<file path="config.mk">
export PLATFORM = sky130hd
export DESIGN_NAME = gamma_curve_pwl
export DESIGN_NICKNAME = d
export VERILOG_FILES = /design/src/rtl/gamma_pwl_pkg.sv /design/src/rtl/gamma_seg_bank.sv /design/src/rtl/gamma_seg_lookup.sv /design/src/rtl/gamma_chan_mac.sv /design/src/rtl/gamma_curve_pwl.sv
export SDC_FILE = /design/constraint.sdc
export NUM_CORES = 2
export LEC_CHECK = 0
export ABC_CLOCK_PERIOD_IN_PS = 11950
export BUFFER_PORTS_ARGS = -buffer_cell sky130_fd_sc_hd__buf_4
export CORE_UTILIZATION = 60
export CTS_CLUSTER_SIZE = 8
export DETAILED_ROUTE_END_ITERATION = 6
export PLACE_DENSITY = 0.77
export SYNTH_ARGS = -nofsm -noshare
export SYNTH_HDL_FRONTEND = slang
export SYNTH_SLANG_ARGS = --single-unit
</file>
<file path="constraint.sdc">
create_clock -name clk -period 11.95 [get_ports clk]
set_input_delay 1.195 -clock clk [delete_from_list [all_inputs] [get_ports clk]]
set_output_delay 1.195 -clock clk [all_outputs]
set_load 0.02 [all_outputs]
</file>
<file path="src/rtl/gamma_pwl_pkg.sv">
package gamma_pwl_pkg;

    localparam int unsigned PIX_W    = 10;
    localparam int unsigned SEG_N    = 18;
    localparam int unsigned IDX_W    = $clog2(SEG_N);
    localparam int unsigned SLOPE_W  = 16;
    localparam int unsigned OFS_W    = 16;
    localparam int unsigned WORD_W   = SLOPE_W + OFS_W;
    localparam int unsigned FRAC_W   = 8;
    localparam int unsigned NARROW_N = 4;
    localparam int unsigned WIDE_LOG = 6;
    localparam int unsigned TOP_KEEP = 2;

    // slope sits in the upper half so a raw word casts straight in
    typedef struct packed {
        logic [SLOPE_W-1:0] slope;
        logic [OFS_W-1:0]   ofs;
    } seg_cfg_t;

    function automatic seg_cfg_t seg_default(int unsigned idx);
        seg_cfg_t r;
        r.slope = SLOPE_W'(1 << FRAC_W);
        if (idx == 0)
            r.ofs = '0;
        else if (idx < NARROW_N)
            r.ofs = OFS_W'(16 << idx);
        else
            r.ofs = OFS_W'((((idx - NARROW_N) / 2) + 1) << 8);
        return r;
    endfunction

    function automatic logic seg_present(int unsigned idx, bit full);
        return full || (idx < NARROW_N) || (idx >= SEG_N - TOP_KEEP);
    endfunction

endpackage

</file>
<file path="src/rtl/gamma_seg_bank.sv">
module gamma_seg_bank
    import gamma_pwl_pkg::*;
#(
    parameter bit FULL_SET = 1'b1
) (
    input  logic              clk,
    input  logic              rst_n,
    input  logic              we_i,
    input  logic [IDX_W-1:0]  sel_i,
    input  logic [WORD_W-1:0] wdata_i,
    output seg_cfg_t          cfg_o [SEG_N]
);

    seg_cfg_t bank_d [SEG_N];
    seg_cfg_t bank_q [SEG_N];

    always_comb begin
        bank_d = bank_q;
        if (we_i && (32'(sel_i) < SEG_N) && seg_present(32'(sel_i), FULL_SET))
            bank_d[sel_i] = seg_cfg_t'(wdata_i);
    end

    always_ff @(posedge clk) begin
        if (!rst_n) begin
            for (int i = 0; i < int'(SEG_N); i++)
                bank_q[i] <= seg_default(i);
        end else begin
            bank_q <= bank_d;
        end
    end

    assign cfg_o = bank_q;

endmodule

</file>
<file path="src/rtl/gamma_seg_lookup.sv">
module gamma_seg_lookup
    import gamma_pwl_pkg::*;
(
    input  logic [PIX_W-1:0] pix_i,
    input  seg_cfg_t         cfg_i [SEG_N],
    output logic [PIX_W-1:0] delta_o,
    output seg_cfg_t         cfg_o
);

    logic [IDX_W-1:0] idx;
    logic [PIX_W-1:0] base;

    // priority on the upper bits: wide region first, then narrow ones
    always_comb begin
        if (pix_i[PIX_W-1:WIDE_LOG+1] != '0) begin
            idx  = IDX_W'(pix_i[PIX_W-1:WIDE_LOG]) + IDX_W'(NARROW_N - 2);
            base = {pix_i[PIX_W-1:WIDE_LOG], WIDE_LOG'(0)};
        end else if (pix_i[WIDE_LOG]) begin
            idx  = IDX_W'(3);
            base = PIX_W'(64);
        end else if (pix_i[WIDE_LOG-1]) begin
            idx  = IDX_W'(2);
            base = PIX_W'(32);
        end else if (pix_i[WIDE_LOG-2]) begin
            idx  = IDX_W'(1);
            base = PIX_W'(16);
        end else begin
            idx  = '0;
            base = '0;
        end
        delta_o = pix_i - base;
        cfg_o   = cfg_i[idx];
    end

endmodule

</file>
<file path="src/rtl/gamma_chan_mac.sv">
module gamma_chan_mac
    import gamma_pwl_pkg::*;
(
    input  logic [PIX_W-1:0] delta_i,
    input  seg_cfg_t         cfg_i,
    output logic [PIX_W-1:0] res_o
);

    localparam int unsigned PROD_W = PIX_W + SLOPE_W;
    localparam int unsigned SUM_W  = PROD_W - FRAC_W + 1;
    localparam logic [SUM_W-1:0] TOP = SUM_W'((1 << PIX_W) - 1);

    logic [PROD_W-1:0] prod;
    logic [SUM_W-1:0]  sum;

    always_comb begin
        prod  = PROD_W'(delta_i) * PROD_W'(cfg_i.slope);
        sum   = SUM_W'(prod >> FRAC_W) + SUM_W'(cfg_i.ofs);
        res_o = (sum > TOP) ? TOP[PIX_W-1:0] : sum[PIX_W-1:0];
    end

endmodule

</file>
<file path="src/rtl/gamma_curve_pwl.sv">
module gamma_curve_pwl
    import gamma_pwl_pkg::*;
#(
    parameter bit          FULL_SET = 1'b1,
    parameter int unsigned CH_N     = 3
) (
    input  logic                  clk,
    input  logic                  rst_n,
    input  logic                  pix_valid_i,
    input  logic [CH_N*PIX_W-1:0] pix_i,
    input  logic                  cfg_we_i,
    input  logic [IDX_W-1:0]      cfg_sel_i,
    input  logic [WORD_W-1:0]     cfg_wdata_i,
    output logic                  pix_valid_o,
    output logic [CH_N*PIX_W-1:0] pix_o
);

    typedef struct packed {
        logic                       vld;
        logic [CH_N-1:0][PIX_W-1:0] delta;
        seg_cfg_t [CH_N-1:0]        cfg;
    } stage1_t;

    typedef struct packed {
        logic                       vld;
        logic [CH_N-1:0][PIX_W-1:0] pix;
    } stage2_t;

    typedef struct packed {
        stage1_t s1;
        stage2_t s2;
    } pipe_t;

    pipe_t                      pipe_d, pipe_q;
    seg_cfg_t                   bank [SEG_N];
    logic [CH_N-1:0][PIX_W-1:0] lk_delta;
    seg_cfg_t [CH_N-1:0]        lk_cfg;
    logic [CH_N-1:0][PIX_W-1:0] mac_res;

    gamma_seg_bank #(.FULL_SET(FULL_SET)) i_bank (
        .clk     (clk),
        .rst_n   (rst_n),
        .we_i    (cfg_we_i),
        .sel_i   (cfg_sel_i),
        .wdata_i (cfg_wdata_i),
        .cfg_o   (bank)
    );

    for (genvar c = 0; c < int'(CH_N); c++) begin : g_chan
        gamma_seg_lookup i_lookup (
            .pix_i   (pix_i[c*PIX_W +: PIX_W]),
            .cfg_i   (bank),
            .delta_o (lk_delta[c]),
            .cfg_o   (lk_cfg[c])
        );
        gamma_chan_mac i_mac (
            .delta_i (pipe_q.s1.delta[c]),
            .cfg_i   (pipe_q.s1.cfg[c]),
            .res_o   (mac_res[c])
        );
    end

    always_comb begin
        pipe_d        = pipe_q;
        pipe_d.s1.vld = pix_valid_i;
        if (pix_valid_i) begin
            pipe_d.s1.delta = lk_delta;
            pipe_d.s1.cfg   = lk_cfg;
        end
        pipe_d.s2.vld = pipe_q.s1.vld;
        if (pipe_q.s1.vld)
            pipe_d.s2.pix = mac_res;
    end

    always_ff @(posedge clk) begin
        if (!rst_n)
            pipe_q <= '0;
        else
            pipe_q <= pipe_d;
    end

    assign pix_valid_o = pipe_q.s2.vld;
    assign pix_o       = pipe_q.s2.pix;

endmodule

</file>
==> flow_summary.json <==
{
  "synthArstFlopShare_pct": 0,
  "clock_skew_ps": 35.7,
  "synth.distinct_cells": 68,
  "die_x_um": 317,
  "syn_nets": 9062,
  "grt_pass1_wl_um": 342000,
  "fin_crit_sh_pct": 68.8,
  "antenna_found_initial": 17,
  "report.final.setup_viol": 0,
  "hold_viol": 0,
  "clkSinkCount": 734,
  "yosys.area_share.simple_pct": 30.7,
  "grt_use_met2_pct": 65.2,
  "grt_setup_unrepaired": "no",
  "clkTransAtPathRegs_ps": 50,
  "crit_cells": 23,
  "final_util_pct": 64.4,
  "nets": 8654,
  "clockRootBuffer": "clkbuf_16",
  "critPathCapture": "pix_o[17]",
  "syn-instance-count": 8415,
  "tns_ps": 0,
  "cpPeakStageDelay_ps": 850,
  "drtIter0Drc": 8690,
  "wl_per_cell_um": 24.5,
  "synth.largest_area_cell": "dfxtp_1",
  "yosysWarnings": 0,
  "layout-drive-gt1-share_pct": 4.95,
  "die_area_um2": 101000,
  "leakagePower_nw": 25.5,
  "drv_cap": 1,
  "cpMostUsedCell": "fa_1",
  "max_freq_mhz": 122,
  "synth_most_common_cell": "nand2_1",
  "synth_top_area_share_pct": 24.6,
  "dp_hpwl_um": 137000,
  "ys_top_cells_by_count": "nand2_1 (2945), nand3_1 (743), dfxtp_1 (734)",
  "yosysSeqAreaShare_pct": 24.6,
  "worst_slack_ps": 3730,
  "cpMaxStageDelayCell": "nor4_1",
  "synth_adder_area_share_pct": 16.3,
  "grt.total_usage_pct": 44.5,
  "total_power_mw": 6.91,
  "pre_cts_ws_ps": 4010,
  "clock_latency_ps": 720,
  "crit_buf_inv": 3,
  "gp_congestion": 0.972,
  "wirelength_um": 229000,
  "first_global_vias": 57700,
  "grtUsageMet1_pct": 54.1,
  "num_vias": 61200,
  "via_per_inst": 6.57,
  "period_needed_ps": 8220,
  "cts_resized": 0,
  "globalRouteMet3Util_pct": 16.5,
  "violations": "DRC, capacitance limit, slew limit",
  "rows": 115,
  "synth_compound_area_share_pct": 17.2,
  "crit_path_end_kind": "register",
  "clockBufferDepth": 3,
  "synthMuxAreaShare_pct": 3.20,
  "synth_top_family_by_area": "simple AND/OR/NAND/NOR gates",
  "r2r.worst_path.cells": 23,
  "crit_required_ps": 12500,
  "synth_area_um2": 59600,
  "status": "complete, but fails checks",
  "port_buffers": 101,
  "syn_avg_cell_area_um2": 7.08,
  "areaGrowthSynthToFinish_pct": 6.27,
  "crit_arrival_ps": 8770,
  "ys_ff_latch": 734,
  "critPathLaunch": "pipe_q[141]",
  "grt_max_degree": 248,
  "cts_hold_buf": 0,
  "synth_edf_count": 0,
  "postCtsSetupBuffers": 0,
  "reg2reg_from": "pipe_q[141]",
  "ios": 102,
  "r2r_end": "pix_o[17]",
  "drcViolationCount": 2,
  "rrSetupSlack_ps": 3730,
  "synthXorXnorAreaFrac_pct": 1.16,
  "first_pass_iters": 7,
  "htree_levels": 3,
  "dpl_cell_area_um2": 60500,
  "hold_class": "reg2reg",
  "cts_tree": "yes",
  "coreArea_um2": 98400,
  "chipHeight_um": 317,
  "vdd_drop_max_mv": 0.117,
  "overflow": 0,
  "synthFlopType": "dfxtp_1",
  "start_kind": "register",
  "busiest_layer": "met2",
  "drv_slew": 2,
  "worstPathCellList": "nand2_1 -> fa_1 -> fa_1 -> inv_1 -> fa_1 -> fa_1 -> inv_1 -> fa_1 -> inv_1 -> ha_1 -> a21oi_1 -> o21ai_0 -> a211o_1 -> o21ai_0 -> nor3b_1 -> o21bai_1 -> a21oi_1 -> xnor2_1 -> ha_1 -> nor4_1 -> nand3_1 -> a2111oi_4 -> a31oi_1",
  "initial_utilization_pct": 60.6,
  "drtAntennaViolNets": 0,
  "cts_made_buffers": 103,
  "slew_headroom_pct": -2.66,
  "yosys-top-cells-area": "dfxtp_1 (25%), nand2_1 (19%), fa_1 (11%)",
  "crit_path_max_fanout": 17,
  "cellPowerDensity_nw_per_um2": 109,
  "cp_top_family": "adder cells",
  "worst_pin_slew_ps": 1530,
  "design_area_um2": 63400,
  "crit_type": "reg2reg"
}
[power by group]
part / total [mW] / internal, mW / switching, mW / leakage [nW]
combinational: 1.54 / 0.493 / 1.05 / 18.1
clock: 2.75 / 1.59 / 1.15 / 1.39
sequential: 2.62 / 2.51 / 0.115 / 5.95
total: 6.91 / 4.59 / 2.32 / 25.5
[worst min-delay path by stage]
stage | depth (start not counted) | end | from | slack [ps]
global route | 2 | i_bank.cfg_o[520] | i_bank.cfg_o[520] | 510
finish | 2 | i_bank.cfg_o[446] | i_bank.cfg_o[446] | 500
CTS | 2 | i_bank.cfg_o[52] | i_bank.cfg_o[52] | 500
global placement | 2 | i_bank.cfg_o[425] | i_bank.cfg_o[425] | 480
detailed placement | 2 | i_bank.cfg_o[52] | i_bank.cfg_o[52] | 490
floorplan | 2 | pipe_q[113] | pipe_q[113] | 460
[cells in the final DEF (no fill, tap or decap), drive strengths merged, types with 15 or more instances in the layout]
cell / n
nand2: 2945
nand3: 743
dfxtp: 734
a21boi: 538
inv: 344
fa: 333
and2: 255
ha: 243
o21ai: 242
buf: 204
mux2i: 184
a21oi: 160
nor2: 135
a31oi: 118
clkbuf: 115
a211oi: 108
and3: 104
o211ai: 99
a311o: 96
xnor2: 40
xor2: 39
nor2b: 38
nor3: 22
nand2b: 20
a21o: 15
[cell type report]
type	instances	area, um^2
clock buffers	114	2710
fillers	8534	35100
repair buffers	205	1650
flip-flops and latches	734	14700
multi-input cells	6620	41300
diodes	10	25.0
well taps	1287	1610
inverters	343	1290
clock inverters	6	115
[per-layer routing]
metal / up-vias / part of all wire (%)
met4: 22 / 8.4
met2: 4501 / 41
met1: 28400 / 35
met3: 1317 / 16
li1: 27000 / -
met5: - / 0.083
[kinds of logic (layout without fill, tap and decap cells)]
group / Yosys count / after routing
AO/OA/AOI/OAI: 1468 / 1468
flip-flops: 734 / 734
adder cells (fa/ha/maj): 576 / 576
multiplexers: 190 / 190
XOR/XNOR: 79 / 79
other: 0 / 10
AND/OR/NAND/NOR: 4307 / 4307
buffers and inverters: 1061 / 668
[worst min-delay path: cells and delay by family, from the launching register on]
family	cells	cell delay (ps)
flip-flops	1	320
AND/OR/NAND/NOR	1	60
AO/OA/AOI/OAI	1	60
[through the flow]
stage | std cells | hold slack (ps)
floorplan | 8415 | 461
global placement | 9189 | 480
detailed placement | 9189 | 488
CTS | 9309 | 495
global route | 9314 | 512
finish | 9319 | 495
[flip-flops by register name, indices dropped and copies added (netlist names)]
name	flops
pix_o	30
pipe_q	126
pix_valid_o	1
pipe_d	1
i_bank.cfg_o	576
No activity file was read; power rests on OpenSTA's default activity.
